==> config.mk <==
export PLATFORM = sky130hd
export DESIGN_NAME = sercfg_port
export DESIGN_NICKNAME = d
export VERILOG_FILES = /design/src/rtl/sercfg_pkg.sv /design/src/rtl/sercfg_rstsync.sv /design/src/rtl/sercfg_sync.sv /design/src/rtl/sercfg_shift.sv /design/src/rtl/sercfg_regs.sv /design/src/rtl/sercfg_port.sv
export SDC_FILE = /design/constraint.sdc
export NUM_CORES = 1
export LEC_CHECK = 0
export ABC_AREA = 1
export CAP_MARGIN = 5
export CORE_MARGIN = 5
export CORE_UTILIZATION = 48
export DETAILED_ROUTE_END_ITERATION = 16
export PLACE_DENSITY_LB_ADDON = 0.12
export SYNTH_ARGS = -nofsm -noshare
export SYNTH_HDL_FRONTEND = slang
export SYNTH_SLANG_ARGS = --single-unit
==> constraint.sdc <==
create_clock -name clk -period 2.43 [get_ports clk]
set_input_delay 0.6075 -clock clk [delete_from_list [all_inputs] [get_ports clk]]
set_output_delay 0.6075 -clock clk [all_outputs]
set_load 0.005 [all_outputs]
==> src/rtl/sercfg_pkg.sv <==
package sercfg_pkg;
  localparam int AW    = 6;
  localparam int DW    = 8;
  localparam int FRAME = AW + DW;

  localparam logic [AW-1:0] A_SETUP1    = 6'h01;
  localparam logic [AW-1:0] A_SETUP2    = 6'h02;
  localparam logic [AW-1:0] A_SETUP3    = 6'h03;
  localparam logic [AW-1:0] A_RESTORE   = 6'h04;
  localparam logic [AW-1:0] A_SETUP4    = 6'h05;
  localparam logic [AW-1:0] A_OFFS_BASE = 6'h20;
  localparam logic [AW-1:0] A_SIGN_BASE = 6'h24;
  localparam logic [AW-1:0] A_GAIN_BASE = 6'h28;

  typedef struct packed {
    logic       conv_en;
    logic       cds_en;
    logic       mono_en;
    logic       fast_sync;
    logic       out_inv;
    logic [1:0] clamp;
    logic [1:0] rtime;
    logic [1:0] chan;
    logic       orange;
  } setup_t;

  localparam setup_t SETUP_DEF = '{conv_en: 1'b1, cds_en: 1'b1, mono_en: 1'b0,
                                   fast_sync: 1'b0, out_inv: 1'b0, clamp: 2'b01,
                                   rtime: 2'b01, chan: 2'b00, orange: 1'b0};
endpackage

==> src/rtl/sercfg_rstsync.sv <==
module sercfg_rstsync (
  input  logic clk,
  input  logic arst_n,
  output logic rst_n
);
  logic stage_q;

  always_ff @(posedge clk or negedge arst_n) begin
    if (!arst_n) begin
      stage_q <= 1'b0;
      rst_n   <= 1'b0;
    end else begin
      stage_q <= 1'b1;
      rst_n   <= stage_q;
    end
  end
endmodule

==> src/rtl/sercfg_sync.sv <==
module sercfg_sync #(
  parameter int W = 3
) (
  input  logic         clk,
  input  logic         rst_n,
  input  logic [W-1:0] d,
  output logic [W-1:0] q,
  output logic [W-1:0] rise
);
  for (genvar i = 0; i < W; i++) begin : g_bit
    logic s1_q, s2_q, s3_q;

    always_ff @(posedge clk or negedge rst_n) begin
      if (!rst_n) begin
        s1_q <= 1'b0;
        s2_q <= 1'b0;
        s3_q <= 1'b0;
      end else begin
        s1_q <= d[i];
        s2_q <= s1_q;
        s3_q <= s2_q;
      end
    end

    assign q[i]    = s2_q;
    assign rise[i] = s2_q & ~s3_q;

    // an edge is reported for exactly one cycle
    p_rise_single_r2: assert property (@(posedge clk) disable iff (!rst_n)
      rise[i] |=> !rise[i]);
  end
endmodule

==> src/rtl/sercfg_shift.sv <==
module sercfg_shift #(
  parameter int AW = 6,
  parameter int DW = 8
) (
  input  logic          clk,
  input  logic          rst_n,
  input  logic          bit_rise,
  input  logic          bit_val,
  input  logic          load_rise,
  output logic          wr_en,
  output logic [AW-1:0] wr_addr,
  output logic [DW-1:0] wr_data
);
  localparam int FRAME = AW + DW;
  localparam int CW    = $clog2(FRAME + 1);
  localparam logic [CW-1:0] FULL = CW'(FRAME);

  logic [FRAME-1:0] sr_q, sr_nx;
  logic [CW-1:0]    cnt_q, cnt_nx;

  always_comb begin
    sr_nx  = sr_q;
    cnt_nx = cnt_q;
    if (bit_rise) begin
      sr_nx  = {sr_q[FRAME-2:0], bit_val};
      cnt_nx = (cnt_q == FULL) ? cnt_q : cnt_q + CW'(1);
    end
    if (load_rise) begin
      cnt_nx = bit_rise ? CW'(1) : CW'(0);
    end
  end

  always_ff @(posedge clk or negedge rst_n) begin
    if (!rst_n) begin
      sr_q  <= '0;
      cnt_q <= '0;
    end else begin
      sr_q  <= sr_nx;
      cnt_q <= cnt_nx;
    end
  end

  assign wr_en   = load_rise && (cnt_q == FULL);
  assign wr_addr = sr_q[FRAME-1:DW];
  assign wr_data = sr_q[DW-1:0];

  // the bit count never passes one frame
  p_cnt_bound_r2: assert property (@(posedge clk) disable iff (!rst_n)
    cnt_q <= FULL);
  // a strobe restarts the count, keeping at most a same-cycle bit
  p_cnt_clear_r11: assert property (@(posedge clk) disable iff (!rst_n)
    load_rise |=> cnt_q <= CW'(1));
endmodule

==> src/rtl/sercfg_regs.sv <==
module sercfg_regs
  import sercfg_pkg::*;
#(
  parameter int NCH = 3,
  parameter int GW  = 5
) (
  input  logic            clk,
  input  logic            rst_n,
  input  logic            wr_en,
  input  logic [AW-1:0]   wr_addr,
  input  logic [DW-1:0]   wr_data,
  output setup_t          setup_q,
  output logic [NCH*DW-1:0] offs_val,
  output logic [NCH-1:0]    offs_neg,
  output logic [NCH*GW-1:0] gain
);
  localparam logic [AW-1:0] A_OFFS_ALL = A_OFFS_BASE + AW'(NCH);
  localparam logic [AW-1:0] A_SIGN_ALL = A_SIGN_BASE + AW'(NCH);
  localparam logic [AW-1:0] A_GAIN_ALL = A_GAIN_BASE + AW'(NCH);

  logic   restore, legal;
  setup_t setup_nx;

  assign restore = wr_en && (wr_addr == A_RESTORE);
  assign legal   = wr_en && !wr_addr[4];

  always_comb begin
    setup_nx = setup_q;
    if (restore) begin
      setup_nx = SETUP_DEF;
    end else if (legal) begin
      case (wr_addr)
        A_SETUP1: begin
          setup_nx.conv_en   = wr_data[0];
          setup_nx.cds_en    = wr_data[1];
          setup_nx.mono_en   = wr_data[2];
          setup_nx.fast_sync = wr_data[6];
        end
        A_SETUP2: setup_nx.out_inv = wr_data[2];
        A_SETUP3: begin
          setup_nx.clamp = wr_data[1:0];
          setup_nx.rtime = wr_data[5:4];
          setup_nx.chan  = wr_data[7:6];
        end
        A_SETUP4: setup_nx.orange = wr_data[0];
        default: ;
      endcase
    end
  end

  always_ff @(posedge clk or negedge rst_n) begin
    if (!rst_n) setup_q <= SETUP_DEF;
    else        setup_q <= setup_nx;
  end

  for (genvar ch = 0; ch < NCH; ch++) begin : g_chan
    localparam logic [AW-1:0] A_OFFS = A_OFFS_BASE + AW'(ch);
    localparam logic [AW-1:0] A_SIGN = A_SIGN_BASE + AW'(ch);
    localparam logic [AW-1:0] A_GAIN = A_GAIN_BASE + AW'(ch);

    logic [DW-1:0] ov_q, ov_nx;
    logic          sg_q, sg_nx;
    logic [GW-1:0] gn_q, gn_nx;
    logic          hit_ov, hit_sg, hit_gn;

    assign hit_ov = legal && ((wr_addr == A_OFFS) || (wr_addr == A_OFFS_ALL));
    assign hit_sg = legal && ((wr_addr == A_SIGN) || (wr_addr == A_SIGN_ALL));
    assign hit_gn = legal && ((wr_addr == A_GAIN) || (wr_addr == A_GAIN_ALL));

    always_comb begin
      ov_nx = ov_q;
      sg_nx = sg_q;
      gn_nx = gn_q;
      if (restore) begin
        ov_nx = '0;
        sg_nx = 1'b0;
        gn_nx = '0;
      end else begin
        if (hit_ov) ov_nx = wr_data;
        if (hit_sg) sg_nx = wr_data[0];
        if (hit_gn) gn_nx = wr_data[GW-1:0];
      end
    end

    always_ff @(posedge clk or negedge rst_n) begin
      if (!rst_n) begin
        ov_q <= '0;
        sg_q <= 1'b0;
        gn_q <= '0;
      end else begin
        ov_q <= ov_nx;
        sg_q <= sg_nx;
        gn_q <= gn_nx;
      end
    end

    assign offs_val[ch*DW +: DW] = ov_q;
    assign offs_neg[ch]          = sg_q;
    assign gain[ch*GW +: GW]     = gn_q;
  end

  // an address with bit 4 set leaves every register untouched
  p_bit4_quiet_r10: assert property (@(posedge clk) disable iff (!rst_n)
    (wr_en && wr_addr[4]) |=> ($stable(setup_q) && $stable(offs_val) &&
                               $stable(offs_neg) && $stable(gain)));
  // restore returns all state to its power-on value
  p_restore_r9: assert property (@(posedge clk) disable iff (!rst_n)
    (wr_en && (wr_addr == A_RESTORE)) |=> ((setup_q == SETUP_DEF) &&
      (offs_val == '0) && (offs_neg == '0) && (gain == '0)));
  // a broadcast gain write leaves the channels equal
  p_bcast_gain_r8: assert property (@(posedge clk) disable iff (!rst_n)
    (wr_en && (wr_addr == A_GAIN_ALL)) |=> (gain == {NCH{gain[GW-1:0]}}));
endmodule

==> src/rtl/sercfg_port.sv <==
module sercfg_port
  import sercfg_pkg::*;
(
  input  logic        clk,
  input  logic        arst_n,
  input  logic        ser_clk,
  input  logic        ser_dat,
  input  logic        ser_load,
  output logic        conv_en,
  output logic        cds_en,
  output logic        mono_en,
  output logic        fast_sync,
  output logic        out_invert,
  output logic [1:0]  clamp_sel,
  output logic [1:0]  rst_timing,
  output logic [1:0]  chan_sel,
  output logic        offs_range,
  output logic [23:0] offs_val,
  output logic [2:0]  offs_neg,
  output logic [14:0] gain
);
  localparam int NCH = 3;
  localparam int GW  = 5;

  logic          rst_n;
  logic [2:0]    lvl, rise;
  logic          wr_en;
  logic [AW-1:0] wr_addr;
  logic [DW-1:0] wr_data;
  setup_t        setup;

  sercfg_rstsync u_rst (.clk(clk), .arst_n(arst_n), .rst_n(rst_n));

  sercfg_sync #(.W(3)) u_sync (
    .clk(clk), .rst_n(rst_n),
    .d({ser_load, ser_dat, ser_clk}), .q(lvl), .rise(rise));

  sercfg_shift #(.AW(AW), .DW(DW)) u_shift (
    .clk(clk), .rst_n(rst_n),
    .bit_rise(rise[0]), .bit_val(lvl[1]), .load_rise(rise[2]),
    .wr_en(wr_en), .wr_addr(wr_addr), .wr_data(wr_data));

  sercfg_regs #(.NCH(NCH), .GW(GW)) u_regs (
    .clk(clk), .rst_n(rst_n),
    .wr_en(wr_en), .wr_addr(wr_addr), .wr_data(wr_data),
    .setup_q(setup), .offs_val(offs_val), .offs_neg(offs_neg), .gain(gain));

  assign conv_en    = setup.conv_en;
  assign cds_en     = setup.cds_en;
  assign mono_en    = setup.mono_en;
  assign fast_sync  = setup.fast_sync;
  assign out_invert = setup.out_inv;
  assign clamp_sel  = setup.clamp;
  assign rst_timing = setup.rtime;
  assign chan_sel   = setup.chan;
  assign offs_range = setup.orange;
endmodule

======== Word-level counts from Yosys, hierarchy flattened ========
Cells that the tools add are included.
word-level totals
  register bits after elaboration ......... 82
  bits in latches ......................... 0
  RAM bits ................................ 0
  memory bits (read-only) ................. 0
  input bits .............................. 5
  memories ................................ 0
operators by class
  $add $sub $neg .......................... 1
  multiply operators ...................... 0
  div/mod/pow operators ................... 0
  magnitude comparators ................... 0
  eq/ne operators ......................... 19
  shift-type cells ........................ 0
  mux-type cells .......................... 28
  bitwise operators ....................... 4
  reductions and logical operators ........ 42
operators with widths
  operator                                       number
  == test 6 bit, second input constant           12
  two-way mux 8 bit                              6
  two-way mux 5 bit                              6
  nonzero test 2 bit                             15
  two-way mux 12 bit                             2
  two-way mux 4 bit                              4
  == test 6 x 2 -> 1 bit, second input constant  2
  == test 6 x 3 -> 1 bit, second input constant  2
  logical AND 1 bit                              12
  AND reduction 2 bit                            5
  logical OR 1 bit                               9
  two-way mux 1 bit                              9
  == test 6 x 1 -> 1 bit, second input constant  1
  two-way mux 6 bit                              1
  adder 4 x 1 -> 4 bit, second input constant    1
  == test 4 bit, second input constant           1
  bitwise AND 1 bit                              2
  != test 2 x 1 -> 1 bit, second input constant  1
  inverter 1 bit                                 2
  zero test 1 bit                                1

======== Logic depth before layout (Yosys ltp) ========
Gate-level depths: netlist (run 1).
  word-level depth ........................ 7
  gate-level depth with buffers ........... 10
  depth with buffers taken out ............ 9

======== By module ========
A second synthesis (run 1) with hierarchy kept.
unflattened totals
  cell total of the unflattened synthesis .. 415
  area total of the unflattened synthesis .. 3540.9 um^2
by module, submodules not included
  module          instances  cells an instance  area each (um^2)  sequential area each (um^2)
  sercfg_regs     1          307                2431.1            1356.3
  sercfg_shift    1          87                 778.2             450.4
  sercfg_sync     1          18                 277.8             225.2
  sercfg_rstsync  1          3                  53.8              50.0

======== Worst setup path before layout (run 1) ========
OpenSTA, ideal clock, no wires.
  kind .................................... flip-flop to flip-flop
  start point ............................. register u_shift.cnt_q[0]
  end point ............................... register u_regs.setup_q[8] (netlist name)
  library setup time ...................... 0.116 ns
  arrival ................................. 1.453 ns
  data required time ...................... 2.314 ns
  slack ................................... 0.861 ns
  stages on the path, launching flop included .. 11
  path buffers ............................ 1
  cells stage by stage .................... dfrtp_1 > inv_1 > ha_1 > nand2_1 > nor2_1 > nand3_2 > buf_6 > nor2_2 > nor2_1 > nand2_1 > nand2_1
on the way
  longest elaborated chain between the ends .. 5
  elaborated cells on any way between the ends .. 8
  those cells by class .................... 1 x eq/ne; 1 x mux; 6 x reduce/logical
ends and longest elaborated chain
  what                                  line                                  text
  start: declaration                    sercfg_shift.sv:19                    logic [CW-1:0] cnt_q, cnt_nx;
  start signal: assignment              sercfg_shift.sv:39                    cnt_q <= cnt_nx;
  == test 4 bit *                       sercfg_shift.sv:43                    assign wr_en = load_rise && (cnt_q == FULL);
  logical AND 1 bit *                   sercfg_shift.sv:43
  logical AND 1 bit (on tied branches)  sercfg_regs.sv:24, sercfg_regs.sv:25
  nonzero test 2 bit (no line)          n/a
  AND reduction 2 bit (no line)         n/a
  end signal: assignment                sercfg_regs.sv:53                     else setup_q <= setup_nx;
  end: declaration                      sercfg_regs.sv:12                     output setup_t setup_q,
Every way passes the cells marked *; elsewhere a longest branch is shown, timed or not.
A chain may end at the register's enable or synchronous reset.

======== Worst setup path in the final report (run 1) ========
  start point ............................. register u_regs.setup_q[10] (netlist name)
  end point ............................... output port cds_en
RTL lines
  what              line               text
  end: declaration  sercfg_port.sv:10  output logic cds_en,
No word-level cell between the ends.

==> impl_metrics.yaml, run 1 <==
sta:
  worstMarginPinSlew_ns: 0.571
  hold_violations: 0
  layout_min_cycle_time_ns: 2.00
  max_freq_ghz: 0.499
  clock_skew_ns: 0.0113
  hold_ws_ns: 0.298
  finalCritPeriodShare_pct: 82.5
  grt_setup_unrepaired: "no"
  setup_viol: 0
  fin_tns_setup_ns: 0
  maxSlewViolCount: 0
  relSlewSlack_pct: 61.8
routing:
  drt_first_pass_iters: 4
  vias: 2842
  drt-total-wl_mm: 7.89
  wl_per_cell_um: 13.6
  drt_iter0_markers: 181
  ant_nets: 0
  vias_per_cell: 4.88
  drc: 0
synth:
  netlist_area_um2: 3590
  synth_xor_area_share_pct: 0
  syn_avg_cell_area_um2: 8.56
  synthMuxAreaShare_pct: 0
  synth-compound-area-share_pct: 4.33
  yosys_warnings: 0
  synth_top_family_by_area: "simple AND/OR/NAND/NOR gates"
  synthSimpleGateAreaFrac_pct: 31.8
  ys_seq_area_share_pct: 57.3
  synth_seq_cells: 82
  synthesis.nets: 426
  synth.distinct_cells: 26
  yosys.area_share.adder_pct: 0.698
  synth_cells: 419
critical_path:
  critPathTopFamily: "flip-flops"
  start_kind: "register"
  cp_cell_sequence: "clkdlybuf4s50_1"
  cp_max_fo: 2
  crit_path_end_kind: "output port"
  worstPathRequired_ns: 1.82
  cpPeakStageDelay_ns: 0.55
  crit_type: "reg -> out"
  crit_arrival_ns: 1.40
  slowest_stage: "dfstp_2"
  path_buf_inv: 1
clocking:
  cts-buffers-inserted: 9
  clock_sinks: 82
  cts_resized: 0
  clkLatencyLatePin_ns: 0.35
  root_buffer: "clkbuf_8"
  cts_max_path_buffers: 2
  cts_setup_buffers: 0
  cts_tree: "built"
  cts_hold_buf: 0
  clk_pin_slew_ns: 0.09
  h-tree-depth: 3
finish:
  final_nets: 485
  seq_area_um2: 2060
  multi_input_area_um2: 1320
  fillers: 668
  drive_gt1_share_pct: 9.32
  synthToLayoutAreaGrowth_pct: 23.9
  n_antenna_cell: 0
place:
  io_buffers: 58
  place_congestion: 0.879
  hpwlAfterDp_mm: 5.49
grt:
  antenna_found_initial: 0
  grt_pass1_vias: 2814
  grt-ovfl-total: 0
  grtUsageTotal_pct: 18.8
  grt_pass1_wl_mm: 13.4
  grt_max_degree: 81
power:
  pwr_density_cell_nw_per_um2: 627
  ir_drop_uv: 316
  power.leakage_nw: 2.17
floorplan:
  die_h_um: 96.5
  row_count: 31
  pin_count: 59
  dieArea_um2: 9300
  chipWidth_um: 96.5
  initial_core_util_pct: 49.5
  core_um2: 7250
min_path:
  hp-class: "reg -> async"
flow_run:
  maxCapViolations: 0
outcome:
  status: "complete, no violations"
## cell usage after synthesis, drive strengths merged
| cell type | n | area share (%) |
|---|---|---|
| a21oi | 4 | 0.56 |
| buf | 10 | 2.2 |
| clkbuf | 4 | 0.42 |
| conb | 1 | 0.10 |
| dfrtp | 78 | 54 |
| dfstp | 4 | 2.9 |
| ha | 2 | 0.70 |
| inv | 30 | 3.1 |
| nand2 | 160 | 17 |
| nand3 | 53 | 7.8 |
| nand3b | 1 | 0.21 |
| nand4 | 1 | 0.17 |
| nor2 | 48 | 6.3 |
| nor3 | 3 | 0.56 |
| o211ai | 1 | 0.21 |
| o21ai | 18 | 3.3 |
| o31ai | 1 | 0.21 |
## state kept, by name, summed over array words and instances (netlist names)
signal              flops
u_regs.g_chan.sg_q      3
u_shift.cnt_q           4
u_regs.g_chan.gn_q     15
u_rst.rst_n             1
u_sync.g_bit.s1_q       3
u_rst.stage_q           1
u_regs.g_chan.ov_q     24
u_shift.sr_q           14
u_sync.g_bit.s3_q       2
u_sync.g_bit.s2_q       3
u_regs.setup_q         12
## metal layers
layer | global-route usage (%) | up-vias | part of all wire (%)
met5 | 0 | - | 0
met4 | 8.29 | 0 | 1.5
met3 | 4.03 | 14 | 4.6
met2 | 27.5 | 67 | 44
met1 | 27.1 | 1319 | 50
li1 | - | 1442 | -
## cells in the final DEF (no fill, tap or decap), types with 2 or more instances in the layout
cell	instances
dfrtp_1	77
o21ai_2	2
inv_1	29
o21ai_0	14
ha_1	2
nor2_1	36
o21ai_4	2
nand2_1	160
a21oi_1	4
nor2_4	3
clkdlybuf4s50_1	58
clkbuf_8	10
nand3_2	3
nor2_2	9
nor3_1	2
clkinvlp_4	3
buf_4	3
nand3_1	50
dfstp_2	4
## area by class of cell
cell class / instances / share of cell area (%)
clock buffers: 11 / 3.18
clock inverters: 5 / 1.38
inverters: 30 / 2.53
multi-input cells: 293 / 29.8
flip-flops and latches: 82 / 46.3
well taps: 99 / 2.79
repair buffers: 62 / 14.0
## metrics by stage
stage	instances	instance area, µm²	setup WS (ns)	power [mW]	utilization (%)
after floorplan	419	3590	0.861	1.72	-
after global placement	566	4240	0.564	1.80	58.5
after detailed placement	566	4240	0.501	1.81	58.5
after CTS	582	4440	0.408	2.80	61.3
after global routing	582	4440	0.298	2.93	61.3
final	582	4440	0.426	2.79	61.3
## cell families after synthesis
group	Yosys count
other	1
flip-flops	82
AO/OA/AOI/OAI	24
buffers and inverters	44
AND/OR/NAND/NOR	266
adder cells (fa/ha/maj)	2
## final timing paths
kind	from	to	slack, ns	depth (start not counted)
max	u_regs.setup_q[10]	cds_en	0.43	1
min	u_rst.rst_n	u_regs.g_chan[2].gn_q[4]	0.30	1
max reg2reg	u_shift.cnt_q[0]	u_regs.setup_q[1]	0.51	9
min reg2reg	u_rst.rst_n	u_regs.g_chan[2].gn_q[4]	0.30	1
max in group asynchronous	u_rst.rst_n	u_regs.setup_q[5]	1.77	1
min in group clk	u_sync.g_bit[2].s1_q	u_sync.g_bit[2].s2_q	0.36	0
## where the power goes
part           leakage [nW]  switching, mW  internal (mW)
combinational         0.986          0.207         0.0747
clock                0.0922          0.494          0.507
sequential             1.10         0.0820           1.42
(Power assumes the default switching activity.)
==> inputs of run 2 (changes only) <==
Settings changed: CORE_UTILIZATION 48 to 53.
Clock period 2.43 ns to 2 ns, I/O delays scaled along.
==> impl_metrics.yaml, run 2 (synthesized netlist as in run 1, its figures left out) <==
clocking:
  clk_pin_slew_ns: 0.08
  cts_max_path_buffers: 2
  cts_hold_buf: 0
  clkLatencyLatePin_ns: 0.34
  h-tree-depth: 3
  cts-buffers-inserted: 9
  clock_sinks: 82
  cts_tree: "built"
  root_buffer: "clkbuf_8"
  cts_setup_buffers: 0
  cts_resized: 0
flow_run:
  maxCapViolations: 0
floorplan:
  row_count: 30
  dieArea_um2: 8510
  die_h_um: 92.3
  pin_count: 59
  chipWidth_um: 92.3
  initial_core_util_pct: 53.7
  core_um2: 6680
place:
  place_congestion: 0.914
  place_area_um2: 4270
  io_buffers: 58
  hpwlAfterDp_mm: 5.39
critical_path:
  path_depth: 1
  worstRegToRegCells: 9
  critPathTopFamily: "flip-flops"
  cp_cell_sequence: "clkdlybuf4s50_1"
  crit_type: "reg -> out"
  crit-reg2reg-launch: "u_shift.cnt_q[0]"
  start_kind: "register"
  cpPeakStageDelay_ns: 0.54
  ff2ff_setup_slack_ns: 0.18
  crit_path_end_kind: "output port"
  crit_arrival_ns: 1.38
  cp_max_fo: 2
  startpoint: "u_regs.setup_q[10]"
  worstPathRequired_ns: 1.50
  path_buf_inv: 1
  slowest_stage: "dfstp_2"
routing:
  wl_per_cell_um: 13.4
  drc: 0
  drt_iter0_markers: 203
  vias_per_cell: 5.03
  drt-total-wl_mm: 7.60
  ant_nets: 0
  drt_first_pass_iters: 4
  vias: 2855
finish:
  final_cell_area_um2: 4470
  final_nets: 490
  largest_reg_flops: 24
  layout_common_cells: "nand2_1, dfrtp_1, clkdlybuf4s50_1"
  regMostFlops: "u_regs.g_chan.ov_q"
  synthToLayoutAreaGrowth_pct: 24.6
  reg_top3: "u_regs.g_chan.ov_q (24), u_regs.g_chan.gn_q (15), u_shift.sr_q (14)"
  layout_commonest_cell: "nand2_1"
  drive_gt1_share_pct: 10.5
  n_antenna_cell: 0
sta:
  layout_min_cycle_time_ns: 1.88
  clock_skew_ns: 0.00907
  grt_setup_unrepaired: "no"
  max_freq_ghz: 0.531
  setup_viol: 0
  relSlewSlack_pct: 64.7
  hold_violations: 0
  maxSlewViolCount: 0
  finalCritPeriodShare_pct: 94.2
  worstMarginPinSlew_ns: 0.528
  fin_tns_setup_ns: 0
grt:
  grtUsageTotal_pct: 19.4
  grt_pass1_wl_mm: 13.2
  grt_pass1_vias: 2782
  antenna_found_initial: 0
  grt_max_degree: 50
  grt-ovfl-total: 0
power:
  power.leakage_nw: 2.21
  internal_power_mw: 2.43
  switchingPower_mw: 0.920
  power_frac_clock_pct: 35.4
  pwr-share-seq_pct: 54.9
  power_switching_share_pct: 27.5
  power_mw: 3.35
  combPwrFrac_pct: 9.7
  ir_drop_uv: 374
  pwr_density_cell_nw_per_um2: 749
outcome:
  status: "complete, no violations"
min_path:
  hp-class: "reg -> async"
==> run 2: area by class of cell <==
class                      count  area [µm²]
clock buffer                  11         141
clock inverter                 5        55.1
inverter                      30         113
multi-input combinational    293        1330
timing repair buffer          67         673
fill                         572        2210
tap                           80         100
sequential                    82        2060
==> run 2: power groups by stage <==
stage / sequential (mW) / clock (mW) / combinational, mW
floorplan: 1.84 / 0 / 0.243
global placement: 1.87 / 0 / 0.319
detailed placement: 1.87 / 0 / 0.325
CTS: 1.84 / 1.21 / 0.326
global route: 1.85 / 1.28 / 0.370
finish: 1.84 / 1.18 / 0.325
==> run 2: final timing paths <==
| path | end |
|---|---|
| min in group clk | u_sync.g_bit[0].s2_q |
| hold reg to reg | u_sync.g_bit[1].s1_q |
| hold / removal | u_sync.g_bit[1].s1_q |
| setup / recovery | cds_en |
| max in group asynchronous | u_regs.setup_q[3] |
| setup reg to reg | u_regs.g_chan[0].gn_q[0] |
==> run 2: metal layers <==
layer / vias up / global-route usage, % / wire, µm
met5: - / 0 / 0
met4: 0 / 7.55 / 117
met3: 12 / 4.18 / 375
met2: 74 / 28.5 / 3380
met1: 1327 / 28.2 / 3730
li1: 1442 / - / -
==> run 2: per-stage QoR <==
stage | utilization, % | setup slack, ns | hold WS (ns) | std cells
floorplan | - | 0.431 | 0.204 | 419
global placement | 63.9 | 0.232 | 0.276 | 552
detailed placement | 63.9 | 0.188 | 0.284 | 552
CTS | 66.9 | 0.0929 | 0.291 | 568
global route | 66.9 | 0.0340 | 0.296 | 568
finish | 66.9 | 0.117 | 0.271 | 568
